$ cat src/rtl/dma_stall_pkg.sv
package dma_stall_pkg;

    typedef enum logic [1:0] {
        XM_NORMAL = 2'd0,
        XM_CHAIN  = 2'd1,
        XM_INTLV  = 2'd2,
        XM_RSVD   = 2'd3
    } xfer_mode_e;

    typedef enum logic {
        ST_FREE = 1'b0,
        ST_HELD = 1'b1
    } hold_state_e;

    localparam int          TAG_ID_LSB  = 28;
    localparam logic [2:0]  TAG_PUBLISH = 3'd0;
    localparam logic [2:0]  TAG_GUARDED = 3'd4;

    function automatic logic [2:0] tag_id(input logic [31:0] word);
        return word[TAG_ID_LSB +: 3];
    endfunction

endpackage

$ cat src/rtl/stall_src_track.sv
module stall_src_track
    import dma_stall_pkg::*;
#(
    parameter int NCH  = 3,
    parameter int AW   = 32,
    parameter int CW   = 16,
    parameter int SELW = 2
) (
    input  logic                     clk,
    input  logic                     rst_n,
    input  logic [SELW-1:0]          src_sel,
    input  logic [NCH-1:0]           p_valid,
    input  logic [NCH-1:0]           p_start,
    input  logic [NCH-1:0][AW-1:0]   p_addr,
    input  logic [NCH-1:0][CW-1:0]   p_qwc,
    input  logic [NCH-1:0][1:0]      p_mode,
    input  logic [NCH-1:0][31:0]     p_tag,
    output logic [AW-1:0]            stall_addr
);

    logic [NCH-1:0] load_hit;
    logic           load_any;
    logic [AW-1:0]  load_val;

    for (genvar i = 0; i < NCH; i++) begin : g_prod
        logic selected;
        logic done;
        logic publish_tag;
        logic hit_start;
        logic hit_done;
        logic hit_intlv;

        assign selected    = (src_sel == SELW'(i + 1));
        assign done        = (p_qwc[i] == '0);
        assign publish_tag = (tag_id(p_tag[i]) == TAG_PUBLISH);
        assign hit_start   = p_start[i] && (p_mode[i] == XM_CHAIN) && publish_tag;
        assign hit_intlv   = done && (p_mode[i] == XM_INTLV);
        assign hit_done    = done && ((p_mode[i] == XM_NORMAL) ||
                                      ((p_mode[i] == XM_CHAIN) && publish_tag));
        assign load_hit[i] = selected && p_valid[i] && (hit_start || hit_intlv || hit_done);
    end

    always_comb begin
        load_any = 1'b0;
        load_val = '0;
        for (int i = 0; i < NCH; i++) begin
            if (load_hit[i]) begin
                load_any = 1'b1;
                load_val = p_addr[i];
            end
        end
    end

    always_ff @(posedge clk) begin
        if (!rst_n) begin
            stall_addr <= '0;
        end else if (load_any) begin
            stall_addr <= load_val;
        end
    end

endmodule

$ cat src/rtl/stall_drain_check.sv
module stall_drain_check
    import dma_stall_pkg::*;
#(
    parameter int NCH     = 3,
    parameter int AW      = 32,
    parameter int CW      = 16,
    parameter int FW      = 8,
    parameter int SELW    = 2,
    parameter int FIFO_CH = 2
) (
    input  logic [SELW-1:0]          drain_sel,
    input  logic [NCH-1:0]           c_req,
    input  logic [NCH-1:0][AW-1:0]   c_addr,
    input  logic [NCH-1:0][CW-1:0]   c_qwc,
    input  logic [NCH-1:0][1:0]      c_mode,
    input  logic [NCH-1:0][31:0]     c_tag,
    input  logic [FW-1:0]            c_fifo_free,
    input  logic [AW-1:0]            stall_addr,
    output logic                     chk_req,
    output logic                     chk_applies,
    output logic                     chk_block
);

    localparam int EW = AW + 1;

    logic [NCH-1:0] ch_applies;
    logic [NCH-1:0] ch_block;

    for (genvar i = 0; i < NCH; i++) begin : g_cons
        logic [CW-1:0] size;
        logic [EW-1:0] end_addr;

        if (i == FIFO_CH) begin : g_fifo_lim
            logic [CW-1:0] room;
            assign room = CW'(c_fifo_free >> 2);
            assign size = (c_qwc[i] < room) ? c_qwc[i] : room;
        end else begin : g_plain
            assign size = c_qwc[i];
        end

        assign end_addr      = EW'(c_addr[i]) + (EW'(size) << 4);
        assign ch_block[i]   = end_addr > EW'(stall_addr);
        assign ch_applies[i] = (c_mode[i] == XM_NORMAL) ||
                               ((c_mode[i] == XM_CHAIN) && (tag_id(c_tag[i]) == TAG_GUARDED));
    end

    always_comb begin
        chk_req     = 1'b0;
        chk_applies = 1'b0;
        chk_block   = 1'b0;
        for (int i = 0; i < NCH; i++) begin
            if (drain_sel == SELW'(i + 1)) begin
                chk_req     = c_req[i];
                chk_applies = ch_applies[i];
                chk_block   = ch_block[i];
            end
        end
    end

endmodule

$ cat src/rtl/stall_hold_fsm.sv
module stall_hold_fsm
    import dma_stall_pkg::*;
#(
    parameter int NCH  = 3,
    parameter int SELW = 2
) (
    input  logic            clk,
    input  logic            rst_n,
    input  logic [SELW-1:0] drain_sel,
    input  logic            chk_req,
    input  logic            chk_applies,
    input  logic            chk_block,
    output logic [NCH-1:0]  hold_vec,
    output logic            enter
);

    hold_state_e     state_q, state_d;
    logic [SELW-1:0] held_q, held_d;

    always_comb begin
        state_d = state_q;
        held_d  = held_q;
        unique case (state_q)
            ST_FREE: begin
                if (chk_req && chk_applies && chk_block) begin
                    state_d = ST_HELD;
                    held_d  = drain_sel;
                end
            end
            ST_HELD: begin
                if (drain_sel != held_q) begin
                    state_d = ST_FREE;
                end else if (chk_req && !(chk_applies && chk_block)) begin
                    state_d = ST_FREE;
                end
            end
        endcase
    end

    always_ff @(posedge clk) begin
        if (!rst_n) begin
            state_q <= ST_FREE;
            held_q  <= '0;
        end else begin
            state_q <= state_d;
            held_q  <= held_d;
        end
    end

    always_comb begin
        enter    = (state_q == ST_FREE) && (state_d == ST_HELD);
        hold_vec = '0;
        for (int i = 0; i < NCH; i++) begin
            hold_vec[i] = (state_q == ST_HELD) && (held_q == SELW'(i + 1));
        end
    end

endmodule

$ cat src/rtl/dma_stall_ctrl.sv
module dma_stall_ctrl
    import dma_stall_pkg::*;
#(
    parameter int NCH     = 3,
    parameter int AW      = 32,
    parameter int CW      = 16,
    parameter int FW      = 8,
    parameter int FIFO_CH = 2
) (
    input  logic                    clk,
    input  logic                    rst_n,
    input  logic                    ctl_we,
    input  logic [7:0]              ctl_wdata,
    input  logic                    stat_clr,
    input  logic [NCH-1:0]          prod_valid,
    input  logic [NCH-1:0]          prod_start,
    input  logic [NCH-1:0][AW-1:0]  prod_addr,
    input  logic [NCH-1:0][CW-1:0]  prod_qwc,
    input  logic [NCH-1:0][1:0]     prod_mode,
    input  logic [NCH-1:0][31:0]    prod_tag,
    input  logic [NCH-1:0]          cons_req,
    input  logic [NCH-1:0][AW-1:0]  cons_addr,
    input  logic [NCH-1:0][CW-1:0]  cons_qwc,
    input  logic [NCH-1:0][1:0]     cons_mode,
    input  logic [NCH-1:0][31:0]    cons_tag,
    input  logic [FW-1:0]           fifo_free,
    output logic [AW-1:0]           stall_addr_o,
    output logic [NCH-1:0]          drain_hold_o,
    output logic                    stall_status_o,
    output logic                    stall_irq_o
);

    localparam int SELW = 2;

    logic [7:0]      ctl_q;
    logic [SELW-1:0] src_sel;
    logic [SELW-1:0] drain_sel;
    logic            irq_mask;
    logic            chk_req, chk_applies, chk_block;
    logic            enter;

    assign src_sel   = ctl_q[5:4];
    assign drain_sel = ctl_q[7:6];
    assign irq_mask  = ctl_q[0];

    always_ff @(posedge clk) begin
        if (!rst_n) begin
            ctl_q <= '0;
        end else if (ctl_we) begin
            ctl_q <= ctl_wdata;
        end
    end

    stall_src_track #(.NCH(NCH), .AW(AW), .CW(CW), .SELW(SELW)) u_src (
        .clk        (clk),
        .rst_n      (rst_n),
        .src_sel    (src_sel),
        .p_valid    (prod_valid),
        .p_start    (prod_start),
        .p_addr     (prod_addr),
        .p_qwc      (prod_qwc),
        .p_mode     (prod_mode),
        .p_tag      (prod_tag),
        .stall_addr (stall_addr_o)
    );

    stall_drain_check #(.NCH(NCH), .AW(AW), .CW(CW), .FW(FW), .SELW(SELW),
                        .FIFO_CH(FIFO_CH)) u_chk_path (
        .drain_sel   (drain_sel),
        .c_req       (cons_req),
        .c_addr      (cons_addr),
        .c_qwc       (cons_qwc),
        .c_mode      (cons_mode),
        .c_tag       (cons_tag),
        .c_fifo_free (fifo_free),
        .stall_addr  (stall_addr_o),
        .chk_req     (chk_req),
        .chk_applies (chk_applies),
        .chk_block   (chk_block)
    );

    stall_hold_fsm #(.NCH(NCH), .SELW(SELW)) u_fsm (
        .clk         (clk),
        .rst_n       (rst_n),
        .drain_sel   (drain_sel),
        .chk_req     (chk_req),
        .chk_applies (chk_applies),
        .chk_block   (chk_block),
        .hold_vec    (drain_hold_o),
        .enter       (enter)
    );

    always_ff @(posedge clk) begin
        if (!rst_n) begin
            stall_status_o <= 1'b0;
        end else if (enter) begin
            stall_status_o <= 1'b1;
        end else if (stat_clr) begin
            stall_status_o <= 1'b0;
        end
    end

    assign stall_irq_o = stall_status_o & irq_mask;

endmodule

$ cat config.mk
export PLATFORM = sky130hd
export DESIGN_NAME = dma_stall_ctrl
export DESIGN_NICKNAME = d
export VERILOG_FILES = /design/src/rtl/dma_stall_pkg.sv /design/src/rtl/stall_src_track.sv /design/src/rtl/stall_drain_check.sv /design/src/rtl/stall_hold_fsm.sv /design/src/rtl/dma_stall_ctrl.sv
export SDC_FILE = /design/constraint.sdc
export NUM_CORES = 1
export LEC_CHECK = 0
export ABC_CLOCK_PERIOD_IN_PS = 7040
export BUFFER_PORTS_ARGS = -buffer_cell sky130_fd_sc_hd__buf_2
export CAP_MARGIN = 20
export CORE_AREA = 2 2 219 221
export DETAILED_ROUTE_END_ITERATION = 6
export DIE_AREA = 0 0 221 223
export GPL_TIMING_DRIVEN = 0
export PLACE_DENSITY = 0.37
export SYNTH_ARGS = -nofsm -noshare
export SYNTH_HDL_FRONTEND = slang
export SYNTH_HIERARCHICAL = 1
export SYNTH_SLANG_ARGS = --single-unit
$ cat constraint.sdc
create_clock -name clk -period 7.04 [get_ports clk]
set_clock_uncertainty 0.2 [all_clocks]
set_input_delay 0 -clock clk [delete_from_list [all_inputs] [get_ports clk]]
set_output_delay 0 -clock clk [all_outputs]
set_load 0.1 [all_outputs]
== Word level (Yosys, flattened, before mapping) ==
Cells that the tools add are included.

* Bits in writable memories: 0
* Bits in registers: 44
* Memories: 0
* Word-level logic and storage cells: 117
* Bits in read-only memories: 0
* Input port bits: 521
* Output and inout bits: 37
* Latch bits: 0

* Bitwise logic cells: 2
* Order comparisons: 4
* Multiply operators: 0
* Shift-type cells: 0
* Eq/ne operators: 22
* Multiplexer cells: 22
* Reduce and logical (&&, ||, !) cells: 59
* $add $sub $neg: 3
* Divide/modulo/power cells: 0

{| class="wikitable"
|+ Operators by type and width
! kind !! number
|-
| adder 32 x 20 -> 33 bit || 3
|-
| greater-than comparator 33 x 32 -> 1 bit || 3
|-
| two-way mux 32 bit || 3
|-
| zero test 16 bit || 3
|-
| logical AND 1 bit || 32
|-
| equality test 2 x 1 -> 1 bit (second input constant) || 9
|-
| equality test 2 bit (second input constant) || 9
|-
| two-way mux 1 bit || 17
|-
| less-than comparator 16 x 6 -> 1 bit || 1
|-
| two-way mux 16 bit || 1
|-
| zero test 2 bit || 6
|-
| logical OR 1 bit || 12
|-
| equality test 3 bit (second input constant) || 3
|-
| zero test 3 bit || 3
|-
| != test 2 bit || 1
|-
| one-hot mux 1 bit (2 select lines) || 1
|-
| AND reduction 2 bit || 1
|-
| nonzero test 2 bit || 1
|-
| bitwise AND 1 bit || 1
|-
| zero test 1 bit || 1
|-
| NOT 1 bit || 1
|}

== Longest topological paths before layout ==
* Depth in word-level cells: 14
* Mapped depth: 28
* Gate-level depth less buffers: 28

== Hierarchy ==
The synthesis kept the hierarchy.

{| class="wikitable"
|+ Modules (own cells, without submodules)
! module !! area each (µm²) !! times used !! cells each !! seq. area each (µm²)
|-
| stall_drain_check || 5474.0 || 1 || 732 || 0.0
|-
| stall_src_track || 1786.7 || 1 || 172 || 640.6
|-
| dma_stall_ctrl || 232.7 || 1 || 20 || 120.1
|-
| stall_hold_fsm || 183.9 || 1 || 19 || 60.1
|}

== Least setup slack after synthesis ==
No wires, ideal clock.

* Path kind: input to register
* Start: input fifo_free[3]
* End: register u_fsm.held_q[0]
* Arrival time: 4.990 ns
* Setup time: 0.116 ns
* Path slack: 1.734 ns
* Cell stages on the path: 26
* Data required time: 6.724 ns
* Path buffers: 0
* Path through: inv_1 ha_1 a21o_1 a21o_1 a21o_1 a21o_1 a21oi_2 mux2_1 ha_1 a21o_1 a21o_1 a211oi_2 o31ai_1 a221o_1 a41oi_2 xnor2_1 ha_1 nand4_1 nor3_1 nor3b_1 a21oi_1 o211a_1 a22oi_1 nand4b_4 mux2i_1 nor2b_1

* Word-level cells in the longest chain between the ends: 7

{| class="wikitable"
|+ Ends and longest elaborated chain
! item !! line !! RTL
|-
| start: declaration || dma_stall_ctrl.sv:26 || <nowiki>input logic [FW-1:0] fifo_free,</nowiki>
|-
| less-than comparator 16 x 6 -> 1 bit || stall_drain_check.sv:36 || <nowiki>assign size = (c_qwc[i] < room) ? c_qwc[i] : room;</nowiki>
|-
| two-way mux 16 bit * || stall_drain_check.sv:36 ||
|-
| adder 32 x 20 -> 33 bit * || stall_drain_check.sv:41 || <nowiki>assign end_addr = EW'(c_addr[i]) + (EW'(size) << 4);</nowiki>
|-
| greater-than comparator 33 x 32 -> 1 bit * || stall_drain_check.sv:42 || <nowiki>assign ch_block[i] = end_addr > EW'(stall_addr);</nowiki>
|-
| two-way mux 1 bit * || stall_drain_check.sv:52 || <nowiki>if (drain_sel == SELW'(i + 1)) begin</nowiki>
|-
| via chk_block || dma_stall_ctrl.sv:39 || <nowiki>logic chk_req, chk_applies, chk_block;</nowiki>
|-
| logical AND 1 bit * || stall_hold_fsm.sv:25 || <nowiki>if (chk_req && chk_applies && chk_block) begin</nowiki>
|-
| AND reduction 2 bit (no source line) * || -- ||
|-
| end signal: assignment || stall_hold_fsm.sv:46 || <nowiki>held_q <= held_d;</nowiki>
|-
| end: declaration || stall_hold_fsm.sv:18 || <nowiki>logic [SELW-1:0] held_q, held_d;</nowiki>
|}

Mark *: on every way through the listed nets, which the timed path passes. The rest lies on a longest branch.
A chain may end at the register's enable or synchronous reset.

== Worst setup path in the final report ==
* Start: input cons_qwc[33] (netlist bit)
* End: register u_fsm.held_q[1]

* Word-level cells in the longest chain between the ends: 7

{| class="wikitable"
|+ Ends and longest elaborated chain
! item !! line !! RTL
|-
| start: declaration || dma_stall_ctrl.sv:23 || <nowiki>input logic [NCH-1:0][CW-1:0] cons_qwc,</nowiki>
|-
| less-than comparator 16 x 6 -> 1 bit || stall_drain_check.sv:36 ||
|-
| two-way mux 16 bit * || stall_drain_check.sv:36 ||
|-
| adder 32 x 20 -> 33 bit * || stall_drain_check.sv:41 ||
|-
| greater-than comparator 33 x 32 -> 1 bit * || stall_drain_check.sv:42 ||
|-
| two-way mux 1 bit * || stall_drain_check.sv:52 ||
|-
| via chk_block || dma_stall_ctrl.sv:39 ||
|-
| logical AND 1 bit * || stall_hold_fsm.sv:25 ||
|-
| AND reduction 2 bit (no source line) * || -- ||
|}

Marked as above.

==> impl.org <==
** Worst setup path
- STA classifies the critical path endpoint as a flip-flop.
- FF-to-FF Start :: u_src/stall_addr[10]
- Largest fanout on the critical path :: 6
- Critical path data required time :: around 7000 ps
- End point of the critical path :: u_fsm/held_q[1]
- STA classifies the critical path startpoint as an input port.
- The worst register-to-register path ends at u_fsm/held_q[1].
- In this run the register-to-register setup slack is between 2000 and 3000 ps.
- Crit-path slowest cell :: nor4b_2
- The cell that appears most often on the critical path is a21o_1.
- The critical path is of the input port to flip-flop type.
- On the worst path, the slowest cell contributes a delay of roughly 580 ps.
- Critical path data arrival time :: 6360 ps
- The most critical setup path has its startpoint at cons_qwc[33].
- The number of cells on the worst reg-to-reg path is 11.

** Die
- The die covers approximately 50000 um^2.
- Std-Cell Rows :: 80
- Measured along the x axis, the die boundary spans about 220 um.
- Pin placement for this block handled 558 I/O pins.
- For this configuration, the core starts out at a cell density of between 10% and 20%.
- Overall die height :: ~220 um
- Std-Cell Core Area :: approximately 47000 um^2

** Drt
- Met3 wire length :: 2080 um
- For this block, the initial DRC count from the detailed router was ~400.
- Before antenna repair, the detailed router went through 5 iterations.
- Dividing the detail-routed via count by the number of cells gives 4.44.
- Routed wl met2 :: approximately 16000 um
- Residual DRC :: 0
- The highest layer touched by signal routing is met5.
- In this run the remaining antenna-violating nets after routing total 0.
- Total wire length :: around 38000 um
- Dividing the detail-routed wire length by the instance count gives roughly 19 um.
- The detailed router put a total of 18900 um of wire on met1.
- Routed via count :: between 9000 and 10000

** Logic synthesis
- Post-synthesis simple-gate area fraction :: ~17%
- Cells taking the most area after synthesis :: ha_1 25%, dfxtp_1 11%, xnor2_1 5.6%
- After synthesis, the largest area contributor takes up 24.6% of total cell area.
- Main combinational cell family by area after synthesis :: compound AO/OA/AOI/OAI gates
- Top_reg_cell synth :: dfxtp_1
- Xor and xnor fraction of the mapped netlist area :: about 8.6%
- Flops & latches, synth :: 41
- Proportion of synthesized flip-flops having asynchronous set or reset :: 0%
- Distinct cell type count after synthesis :: 70
- For this run, the number of Yosys warnings is 6.
- Sequential elements use a little over a tenth of the synthesized area.
- Adder-Cell Fraction of Synth Area :: between 20% and 30%
- Summing the areas of all compound-gate instances in the mapped netlist gives between 20 and 30% of the synthesized area.
- The biggest area contributor in the post-synthesis netlist is ha_1.
- In this run the mean area of a mapped cell was slightly above 8 um^2.
- Syn Std Cell Area :: 7680 um^2
- After synthesis, the share of cell area in mux cells is 6.24%.
- Number of enable flip-flop cells after synthesis :: 0
- Gate count after technology mapping :: about 940

** Global routing
- Summed over all layers, the global routing overflow is 0.
- Largest net degree at the start of global routing :: 15
- First-pass GRT wire length :: around 57000 um
- Global router's overall resource usage :: about 15%
- The initial antenna violation count was 6.
- Via count of the first global-routing pass :: 9256

** Clock network
- Clk pin slew, worst setup/hold paths :: 70 ps
- Clk Tree Root Cell :: clkbuf_16
- The later pin in the worst-skew pair is clocked with a latency of approximately 300 ps.
- In this run the deepest clock path goes through 2 buffers.
- Post-CTS Setup Repair Bufs :: 0
- The clock tree synthesis step divided the H-tree into 2 levels.
- TritonCTS sink count :: between 40 and 50
- Clock tree from TritonCTS :: built
- In this run, CTS created clock tree buffers numbering 5.

** Pwr
- For this design the static power due to leakage is about 5.2 nW.
- Switching share of total power :: about two fifths
- In this run, the clock network consumes about a quarter of the power.
- Post-layout power :: about 1.2 mW
- Sequential cells account for 20.0% of the total power.
- The internal power of the cells totals about 750 uW.
- Maximum resistive drop on vdd :: between 0.06 and 0.07 mV
- Sw Pwr :: ~470 uW
- Combinational share of power :: a little over half
- Power spread over the standard cell area amounts to 107 nW/um^2.

** Finish
- Compared with the post-synthesis result, the final layout area differs by 48.2%.
- The number of antenna diodes in the final layout is 0.
- The final layout contains 2093 nets.
- Post-route non-filler standard cell count :: just over 2000
- Cells with a size suffix above 1 make up 31.1% of the layout.

** STA
- The number of hold violations in the final report is 0.
- The max-slew violation count came to 0.
- Max Fclk :: 157 MHz
- At the pin with the least slew margin, the transition time is roughly 1100 ps.
- The worst pin sits at a relative slew slack of around 28%.
- Final worst-path cycle share :: about nine tenths
- Setup violation total in the final timing report :: 0
- Unrepaired setup endpoints after global routing :: false
- Minimum period implied by the final worst setup slack :: between 6000 and 7000 ps

** Outcome
- Run status :: complete, no violations

** Worst hold path
- The worst hold path belongs to the class input port to flip-flop.

** Job
- Number of violations of the max-capacitance limit :: 0

** Placement
- Number of port buffers :: about 380
- Weighted congestion reported at the end of routability-driven placement :: around 0.84
- Number of placed instances, taps included :: roughly 1900
- Final HPWL DP :: 34100 um
[worst min-delay path by stage]
stage	from	end	cells past startpoint
after global placement	ctl_wdata[7]	ctl_q[7]	3
after global routing	cons_mode[1]	u_fsm/state_q	5
final	cons_mode[1]	u_fsm/state_q	5
after detailed placement	ctl_wdata[7]	ctl_q[7]	3
after floorplan	rst_n	stall_status_o	1
after CTS	cons_mode[1]	u_fsm/state_q	5
[power groups by stage]
stage	combinational [mW]	sequential [mW]	clock [mW]
3_5_place_dp	0.640	0.250	0
4_1_cts	0.672	0.245	0.317
6_report	0.671	0.245	0.306
3_3_place_gp	0.633	0.250	0
5_1_grt	0.761	0.246	0.327
2_1_floorplan	0.385	0.269	0
[area by class of cell]
class / instances / area, um^2
fill: 5230 / 35800
clock buffer: 5 / 125
sequential: 41 / 821
clock inverter: 3 / 65.1
inverter: 54 / 203
multi-input combinational: 835 / 6580
buffer: 22 / 118
tap: 615 / 769
timing repair buffer: 459 / 2700
[per-stage QoR]
step           worst slack [ps]  utilization, %  setup TNS, ps  cell area [um^2]  hold WS, ps
4_1_cts                     133            24.1              0             11400         14.4
6_report                    666            24.1              0             11400         11.7
3_5_place_dp               -164            22.0           -446             10400         70.1
2_1_floorplan              1730               -              0              7710        -82.5
5_1_grt                     107            24.1              0             11400         57.4
3_3_place_gp               -217            22.0           -662             10400         67.7
[sequential cells by signal, summed over array words and instances (netlist names)]
name and cells:
ctl_q 5, stall_status_o 1, u_fsm/held_q 2, u_fsm/state_q 1, u_src/stall_addr 32
[what timing repair did]
| item | CTS | global route |
|---|---|---|
| gates resized for setup | 0 | 1 |
| hold endpoints to repair | 41 | 0 |
| hold buffers | 81 | 0 |
| endpoints found under the setup margin | 0 | 4 |
[layout by cell type, fill, tap and decap left out, types with 28 or more instances in the layout]
| cell type | Yosys | layout |
|---|---|---|
| nand4_1 | 30 | 30 |
| nand2_1 | 49 | 49 |
| a21oi_1 | 64 | 64 |
| o221ai_1 | 32 | 32 |
| inv_1 | 54 | 54 |
| a21oi_2 | 32 | 32 |
| buf_2 | 4 | 382 |
| mux2i_1 | 40 | 40 |
| o21ai_0 | 36 | 36 |
| ha_1 | 151 | 151 |
| dlygate4sd3_1 | 0 | 81 |
| xnor2_1 | 49 | 49 |
| dfxtp_1 | 41 | 41 |
| nand3_1 | 36 | 36 |
| a21o_1 | 28 | 28 |
| nor2_1 | 43 | 43 |
[cells by family (layout without fill, tap and decap cells)]
family | count (synthesis) | count (layout)
other | 1 | 10
AOI/OAI and AO/OA | 297 | 297
xor gates and xnor gates | 75 | 75
DFF | 41 | 41
buffers and inverters | 76 | 543
adders and majority gates | 154 | 154
and+or+nand+nor | 252 | 252
muxes | 47 | 47
[worst max-delay path: cells and delay by family]
kind                     cells  cell delay (ps)
adder cells (fa/ha/maj)      4             1220
AO/OA/AOI/OAI               13             2660
AND/OR/NAND/NOR              7             1690
multiplexers                 2              580
XOR/XNOR                     1               90
buffers and inverters        1              110
[synthesized netlist by cell type (all sizes together), types with 5 or more instances]
cell type,count
a211oi,9
a21boi,9
a21o,28
a21oi,96
a31oi,11
and2,10
and3,16
and4,5
buf,8
clkbuf,14
dfxtp,41
ha,151
inv,54
mux2,7
mux2i,40
nand2,49
nand2b,5
nand3,36
nand4,30
nor2,43
nor2b,13
nor3,10
nor4,19
o211ai,16
o21a,12
o21ai,40
o21bai,8
o221ai,32
o31ai,6
xnor2,49
xor2,26
[layer usage]
layer | track usage (%) | up-vias
met4 | 1.71 | 8
met5 | 0 | -
li1 | - | 4569
met1 | 21.3 | 4175
met3 | 3.06 | 26
met2 | 24.1 | 259
No activity file was read; power rests on OpenSTA's default activity.
